## src/rtl/tdm_frame_pkg.sv

```systemverilog
`timescale 1ns/1ps
package tdm_frame_pkg;
  localparam int OCT_W      = 8;
  localparam int NUM_OCT    = 8;
  localparam int FRAME_BITS = OCT_W * NUM_OCT;
  localparam int BIT_IDX_W  = $clog2(FRAME_BITS);
  localparam int BIT_SEL_W  = $clog2(OCT_W);
  localparam int OCT_SEL_W  = $clog2(NUM_OCT);

  typedef logic [OCT_W-1:0] octet_t;
  // index 0 is the first octet on the wire
  typedef octet_t [NUM_OCT-1:0] frame_t;

  typedef enum logic [OCT_SEL_W-1:0] {
    SLOT_B1   = 3'd0,
    SLOT_B2   = 3'd1,
    SLOT_FD   = 3'd2,
    SLOT_M1   = 3'd3,
    SLOT_M3   = 3'd4,
    SLOT_SC   = 3'd5,
    SLOT_M2   = 3'd6,
    SLOT_IDLE = 3'd7
  } slot_e;

  localparam octet_t IDLE_OCTET = '1;
  localparam logic [BIT_IDX_W-1:0] LAST_BIT = BIT_IDX_W'(FRAME_BITS - 1);
endpackage

```

## src/rtl/tdm_bitclk_gen.sv

```systemverilog
`timescale 1ns/1ps
module tdm_bitclk_gen
  import tdm_frame_pkg::*;
#(
  parameter int HALF_DIV = 2
) (
  input  logic                 clk,
  input  logic                 rst,
  output logic                 bclk,
  output logic                 fsync,
  output logic                 rise_stb,
  output logic                 fall_stb,
  output logic                 frame_start,
  output logic [BIT_IDX_W-1:0] bit_idx,
  output logic [BIT_IDX_W-1:0] next_idx
);
  localparam int DIV_W = (HALF_DIV > 1) ? $clog2(HALF_DIV) : 1;
  localparam logic [DIV_W-1:0] DIV_TERM = DIV_W'(HALF_DIV - 1);

  logic [DIV_W-1:0] div_cnt;
  logic             term;

  assign term        = (div_cnt == DIV_TERM);
  assign rise_stb    = term & ~bclk;
  assign fall_stb    = term & bclk;
  assign next_idx    = bit_idx + 1'b1;
  assign frame_start = rise_stb & (next_idx == '0);

  always_ff @(posedge clk) begin
    if (rst) begin
      div_cnt <= '0;
      bclk    <= 1'b0;
      fsync   <= 1'b0;
      bit_idx <= LAST_BIT;
    end else begin
      div_cnt <= term ? '0 : div_cnt + 1'b1;
      if (rise_stb) begin
        bclk    <= 1'b1;
        bit_idx <= next_idx;
        fsync   <= (next_idx == '0);
      end else if (fall_stb) begin
        bclk    <= 1'b0;
      end
    end
  end
endmodule

```

## src/rtl/tdm_tx_serializer.sv

```systemverilog
`timescale 1ns/1ps
module tdm_tx_serializer
  import tdm_frame_pkg::*;
(
  input  logic                 clk,
  input  logic                 rst,
  input  logic                 rise_stb,
  input  logic                 frame_start,
  input  logic [BIT_IDX_W-1:0] next_idx,
  input  frame_t               host_frame,
  output logic                 sdo,
  output logic                 load_req
);
  frame_t                shadow;
  logic [OCT_SEL_W-1:0]  oct_sel;
  logic [BIT_SEL_W-1:0]  bit_sel;

  assign oct_sel = next_idx[BIT_IDX_W-1:BIT_SEL_W];
  assign bit_sel = ~next_idx[BIT_SEL_W-1:0];

  always_ff @(posedge clk) begin
    if (rst) begin
      shadow   <= '1;
      sdo      <= 1'b1;
      load_req <= 1'b0;
    end else begin
      load_req <= frame_start;
      if (frame_start) begin
        shadow <= host_frame;
        sdo    <= host_frame[0][OCT_W-1];
      end else if (rise_stb) begin
        sdo    <= shadow[oct_sel][bit_sel];
      end
    end
  end
endmodule

```

## src/rtl/tdm_rx_deserializer.sv

```systemverilog
`timescale 1ns/1ps
module tdm_rx_deserializer
  import tdm_frame_pkg::*;
(
  input  logic                 clk,
  input  logic                 rst,
  input  logic                 fall_stb,
  input  logic [BIT_IDX_W-1:0] bit_idx,
  input  logic                 sdi,
  output frame_t               rx_frame,
  output logic                 frame_valid,
  output logic                 idle_err
);
  logic [FRAME_BITS-2:0] shift_q;
  logic [FRAME_BITS-1:0] word;
  frame_t                word_frame;
  logic                  last_bit;

  assign word     = {shift_q, sdi};
  assign last_bit = fall_stb & (bit_idx == LAST_BIT);

  always_comb begin
    for (int k = 0; k < NUM_OCT; k++) begin
      word_frame[k] = word[FRAME_BITS-1-k*OCT_W -: OCT_W];
    end
  end

  always_ff @(posedge clk) begin
    if (rst) begin
      shift_q     <= '0;
      rx_frame    <= '0;
      frame_valid <= 1'b0;
      idle_err    <= 1'b0;
    end else begin
      frame_valid <= last_bit;
      if (fall_stb) begin
        shift_q <= word[FRAME_BITS-2:0];
      end
      if (last_bit) begin
        rx_frame <= word_frame;
        idle_err <= (word_frame[SLOT_IDLE] != IDLE_OCTET);
      end
    end
  end
endmodule

```

## src/rtl/tdm_frame_port.sv

```systemverilog
`timescale 1ns/1ps
module tdm_frame_port
  import tdm_frame_pkg::*;
#(
  parameter int HALF_DIV = 2
) (
  input  logic       clk,
  input  logic       rst,
  input  logic [7:0] tx_b1_i,
  input  logic [7:0] tx_b2_i,
  input  logic [7:0] tx_frm_i,
  input  logic [7:0] tx_um1_i,
  input  logic [7:0] tx_um3_i,
  input  logic [7:0] tx_stat_i,
  input  logic [7:0] tx_um2_i,
  output logic       tx_load_req_o,
  output logic       bclk_o,
  output logic       fsync_o,
  output logic       sdo_o,
  input  logic       sdi_i,
  output logic [7:0] rx_b1_o,
  output logic [7:0] rx_b2_o,
  output logic [7:0] rx_d_o,
  output logic [7:0] rx_um1_o,
  output logic [7:0] rx_um3_o,
  output logic [7:0] rx_ctl_o,
  output logic [7:0] rx_um2_o,
  output logic       rx_frame_valid_o,
  output logic       rx_idle_err_o
);
  logic                 rise_stb, fall_stb, frame_start;
  logic [BIT_IDX_W-1:0] bit_idx, next_idx;
  frame_t               host_frame, rx_frame;

  always_comb begin
    host_frame            = '0;
    host_frame[SLOT_B1]   = tx_b1_i;
    host_frame[SLOT_B2]   = tx_b2_i;
    host_frame[SLOT_FD]   = tx_frm_i;
    host_frame[SLOT_M1]   = tx_um1_i;
    host_frame[SLOT_M3]   = tx_um3_i;
    host_frame[SLOT_SC]   = tx_stat_i;
    host_frame[SLOT_M2]   = tx_um2_i;
    host_frame[SLOT_IDLE] = IDLE_OCTET;
  end

  tdm_bitclk_gen #(.HALF_DIV(HALF_DIV)) u_clkgen (
    .clk         (clk),
    .rst         (rst),
    .bclk        (bclk_o),
    .fsync       (fsync_o),
    .rise_stb    (rise_stb),
    .fall_stb    (fall_stb),
    .frame_start (frame_start),
    .bit_idx     (bit_idx),
    .next_idx    (next_idx)
  );

  tdm_tx_serializer u_tx (
    .clk         (clk),
    .rst         (rst),
    .rise_stb    (rise_stb),
    .frame_start (frame_start),
    .next_idx    (next_idx),
    .host_frame  (host_frame),
    .sdo         (sdo_o),
    .load_req    (tx_load_req_o)
  );

  tdm_rx_deserializer u_rx (
    .clk         (clk),
    .rst         (rst),
    .fall_stb    (fall_stb),
    .bit_idx     (bit_idx),
    .sdi         (sdi_i),
    .rx_frame    (rx_frame),
    .frame_valid (rx_frame_valid_o),
    .idle_err    (rx_idle_err_o)
  );

  assign rx_b1_o  = rx_frame[SLOT_B1];
  assign rx_b2_o  = rx_frame[SLOT_B2];
  assign rx_d_o   = rx_frame[SLOT_FD];
  assign rx_um1_o = rx_frame[SLOT_M1];
  assign rx_um3_o = rx_frame[SLOT_M3];
  assign rx_ctl_o = rx_frame[SLOT_SC];
  assign rx_um2_o = rx_frame[SLOT_M2];
endmodule

```

## config.mk

```make
export PLATFORM = sky130hd
export DESIGN_NAME = tdm_frame_port
export DESIGN_NICKNAME = d
export VERILOG_FILES = /design/src/rtl/tdm_frame_pkg.sv /design/src/rtl/tdm_bitclk_gen.sv /design/src/rtl/tdm_tx_serializer.sv /design/src/rtl/tdm_rx_deserializer.sv /design/src/rtl/tdm_frame_port.sv
export SDC_FILE = /design/constraint.sdc
export NUM_CORES = 1
export LEC_CHECK = 0
export CAP_MARGIN = 20
export CORE_ASPECT_RATIO = 0.9
export CORE_MARGIN = 8
export CORE_UTILIZATION = 50
export DETAILED_ROUTE_END_ITERATION = 10
export DONT_BUFFER_PORTS = 1
export GPL_ROUTABILITY_DRIVEN = 0
export PLACE_DENSITY = 0.72
export SLEW_MARGIN = 20
export SYNTH_ARGS = -nofsm -noshare
export SYNTH_HDL_FRONTEND = slang
export SYNTH_HIERARCHICAL = 1
export SYNTH_SLANG_ARGS = --single-unit
```

## constraint.sdc

```tcl
create_clock -name clk -period 3.4 [get_ports clk]
set_clock_uncertainty 0.15 [all_clocks]
set_input_delay 0.85 -clock clk [delete_from_list [all_inputs] [get_ports clk]]
set_output_delay 0.85 -clock clk [all_outputs]
set_load 0.02 [all_outputs]
```

**After elaboration in Yosys (flattened, before gate mapping)**

Cells that the tools add are included.

- Input port bits: 59
- Output and inout port bits: 62
- Flip-flop bits (word level): 188

- Magnitude comparators: 2
- Reduce and logical (&&, ||, !) cells: 4
- Mux-type cells: 8
- Equal/unequal tests: 2
- Add/subtract/negate cells: 2
- Bitwise logic cells: 6

Operator list:

| cell | count |
|---|---|
| binary-select mux 8 bit (select 3 bit) | 1 |
| less-than comparator 3 x 4 -> 1 bit, second input constant | 2 |
| two-way mux 8 bit | 1 |
| inequality test 8 bit, second input constant | 1 |
| adder 6 x 1 -> 6 bit, second input constant | 1 |
| equality test 6 bit, second input constant | 1 |
| logical NOT 6 bit | 1 |
| two-way mux 1 bit | 5 |
| bitwise AND 1 bit | 4 |
| nonzero test 2 bit | 2 |
| binary-select mux 1 bit (select 3 bit) | 1 |
| NOT 3 bit | 1 |
| OR reduction 2 bit | 1 |
| adder 1 bit, second input constant | 1 |
| NOT 1 bit | 1 |

**Logic depth before layout (Yosys ltp)**

- Word-level depth: 7
- Depth in mapped cells: 11
- Mapped depth without buffers: 10

**By module**

Netlist, hierarchy kept.

By module, submodules not included:

| module | times used | seq. area each (um^2) | cells each | area an instance (um^2) |
|---|---|---|---|---|
| tdm_rx_deserializer | 1 | 2582.5 | 506 | 4718.3 |
| tdm_tx_serializer | 1 | 1321.3 | 268 | 2991.6 |
| tdm_bitclk_gen | 1 | 180.2 | 52 | 485.5 |
| tdm_frame_port | 1 | 0.0 | 1 | 3.8 |

**Worst setup path before layout**

OpenSTA, ideal clock, no wires.

- Path kind: register to register
- From: reg u_clkgen.bit_idx[0]
- To: reg u_tx.sdo
- Arrival time: 2.212 ns
- Cell stages (with the launch flop): 10
- Slack: 0.915 ns
- Setup time: 0.124 ns
- Period minus slack after synthesis: 2.485 ns
- Path buffers: 1
- Path through: dfxtp_1 -> and2_1 -> clkbuf_1 -> nand2_1 -> xnor2_1 -> mux4_1 -> a22oi_1 -> a31oi_1 -> a21oi_1 -> o22ai_1

- Cells in the longest elaborated chain, start to end: 7
- Elaborated cells between the ends (all ways): 11
- Those cells by class: add/sub: 1; mux: 6; bitwise: 2; reduce/logical: 2

Ends and longest elaborated chain:

| what | RTL line | source |
|---|---|---|
| start: declaration | tdm_bitclk_gen.sv:14 | `output logic [BIT_IDX_W-1:0] bit_idx,` |
| start signal: assignment | tdm_bitclk_gen.sv:39 | `bit_idx <= next_idx;` |
| adder 6 x 1 -> 6 bit (*) | tdm_bitclk_gen.sv:26 | `assign next_idx = bit_idx + 1'b1;` |
| named net next_idx[3] | tdm_frame_port.sv:32 | `logic [BIT_IDX_W-1:0] bit_idx, next_idx;` |
| binary-select mux 8 bit (select 3 bit) | tdm_tx_serializer.sv:32 | `sdo <= shadow[oct_sel][bit_sel];` |
| two-way mux 8 bit (not written as such) | tdm_tx_serializer.sv:32 |  |
| binary-select mux 1 bit (select 3 bit) | tdm_tx_serializer.sv:32 |  |
| two-way mux 1 bit (not written as such) | tdm_tx_serializer.sv:32 |  |
| two-way mux 1 bit | tdm_tx_serializer.sv:31 | `end else if (rise_stb) begin` |
| two-way mux 1 bit | tdm_tx_serializer.sv:28 | `if (frame_start) begin` |
| end signal: assignment | tdm_tx_serializer.sv:30 | `sdo <= host_frame[0][OCT_W-1];` |
| end signal: assignment | tdm_tx_serializer.sv:32 |  |
| end: declaration | tdm_tx_serializer.sv:11 | `output logic sdo,` |

Mark *: on every way through the listed nets, which the timed path passes. The rest lies on a longest branch. The select of a mux whose other input is x is not followed.
A chain may end at the register's enable or synchronous reset.

**Worst setup path in the final report**

Ends and elaborated chain as after synthesis.

==> run metrics <==
outcome=finished clean; P per Cell Area=634 nW/µm²; Slew @ Worst Pin=1.03 ns; P_leak=approximately 2.8 nW; FF-to-FF path depth=9; Die Width=149 µm; Slew HR=0.311; Vias/cell=5.64; PostCTS Resize Cnt=0; grt ovf=0; Setup violations, final=0; RSZ-0062 raised after global routing=false; Post-Synthesis Cells=795; final wirelength=16500 µm; initial antenna violation count=0; largest stage delay on the critical path=0.66 ns; IO Pins=121; setup TNS=0 ns; Max Cap Viol=0; hold_ws=between 0.3 and 0.4 ns; first-pass GRT wire length=26800 µm; Area Growth Syn to Fin=8.33%; H-Tree Depth=4; Final nets=810; die height=135 µm; most frequent cell on the critical path=mux2i_1; root buffer cell=clkbuf_16; First-pass DRT Iterations=5; CTS Buf Count=17; Finished Cell Area=8580 µm²; WL per Instance=17.1 µm; Critical Path Stages=9; Post-DP Area=7910 µm²; Port-buffer cells=0; Die Footprint=20100 µm²; Crit-path slowest cell=mux4_1; CTS Hold Bufs=0; Hold Crit Depth=2; Ys Warns=6; Post-DP HPWL=10700 µm; final worst-path cycle share=0.871; Post-route DRC=0; CP Buf/Inv Count=1; vias in the first global route=roughly 5200; CTS tree=built; final hold viol count=0; Reg clk slew, reported paths=~0.070 ns; Max Freq=338 MHz; Final Core Density=0.556; Post-Syn Area=7920 µm²; Worst R2R Setup Slack=roughly 0.44 ns; Setup CP Type=flop to flop; # rows=43; Slew Limit Fails=0; crit path capture type=flop; Mean Syn Cell Area=9.96 µm²; clock buffer depth=2; diodes inserted=0; Worst Path Required=3.56 ns; clk sinks=196; GRT Util Overall=0.164; routed via count=around 5400; Antenna Nets Post-Route=0; Max FO, Critical Path=17; share of layout cells above drive strength 1=0.0786; Tmin final=2.96 ns; cells along the critical path=ha_1, nand3_1, xor2_1, inv_1, mux4_1, mux2i_1, mux2i_1, nor3_2, o22ai_1; IR Drop Worst-Case VDD=0.359 mV; Core Area=15400 µm²; worst hold path type=flop to flop; crit path DAT=3.12 ns; crit-path leading delay family=multiplexers; Initial Utilization=0.513; Startpoint Class=flop; Post-CTS Setup Inserts=0; initial DRC count=451; largest net degree at the start of global routing=between 150 and 200; clock latency on the worst-skew pair=about 0.42 ns
==> power by group <==
| group | switching [mW] | internal (mW) |
|---|---|---|
| Combinational | 0.452 | 0.295 |
| Clock | 0.883 | 1.36 |
| Sequential | 0.0713 | 2.37 |
| Total | 1.41 | 4.03 |
==> registers in the layout, summed over array words and instances, names as in the netlist <==
name	count
u_clkgen/bclk	1
u_clkgen/bit_idx	6
u_clkgen/div_cnt	1
u_clkgen/fsync	1
u_rx/frame_valid	1
u_rx/idle_err	1
u_rx/rx_frame	56
u_rx/shift_q	63
u_tx/load_req	1
u_tx/sdo	1
u_tx/shadow	64
==> cell type report <==
type / count / area (µm²)
sequential: 196 / 3920
timing repair buffer: 10 / 87.6
multi-input combinational: 520 / 3630
clock inverter: 12 / 213
clock buffer: 20 / 457
tap: 202 / 253
inverter: 5 / 18.8
fill: 1319 / 6860
==> worst paths after layout <==
| path | startpoint | to |
|---|---|---|
| max | u_clkgen/bit_idx[0]$_SDFFE_PP1P_ | u_tx/sdo$_SDFFE_PP1P_ |
| min | u_tx/shadow[7]$_SDFFE_PP1P_ | u_tx/shadow[7]$_SDFFE_PP1P_ |
| max reg2reg | u_clkgen/bit_idx[0]$_SDFFE_PP1P_ | u_tx/sdo$_SDFFE_PP1P_ |
| min reg2reg | u_tx/shadow[7]$_SDFFE_PP1P_ | u_tx/shadow[7]$_SDFFE_PP1P_ |
==> layout by cell type (no fill, tap or decap), types with 3 or more instances in the layout <==
master       n
clkbuf_16   17
o21ai_0     58
mux4_1       7
xnor2_1      4
a211o_1     64
nor2_1      67
buf_4        9
mux2i_1     71
inv_6        3
nor2b_1     65
bufinv_16    5
dfxtp_1    196
nand3_1     62
conb_1       8
inv_1        5
xor2_1       5
nand4_1      5
nand2b_1     7
mux4_2       8
a21oi_1     59
==> routing by layer <==
layer / share of wire / vias up / routed length, µm / track usage
li1: - / 2707 / - / -
met1: 0.43 / 2598 / 7160 / 0.196
met2: 0.48 / 126 / 7850 / 0.264
met3: 0.075 / 16 / 1230 / 0.0611
met4: 0.014 / 0 / 227 / 0.0634
met5: 0 / - / 0 / 0
==> stage by stage <==
stage	worst slack, ns	instances	power, mW
3_3_place_gp	0.654	933	3.21
2_1_floorplan	0.915	802	3.16
5_1_grt	0.237	965	5.66
3_5_place_dp	0.455	933	3.24
4_1_cts	0.430	965	5.49
6_report	0.438	965	5.44
==> worst register-to-register path: cells and delay by family, from the launching register on <==
family / cells / cell delay [ns]
simple gates: 2 / 0.28
compound gates: 1 / 0.10
mux: 3 / 0.92
flops: 1 / 0.43
buf+inv: 1 / 0.52
xor+xnor: 1 / 0.18
fa+ha+maj: 1 / 0.27
No activity file was read; power rests on OpenSTA's default activity.
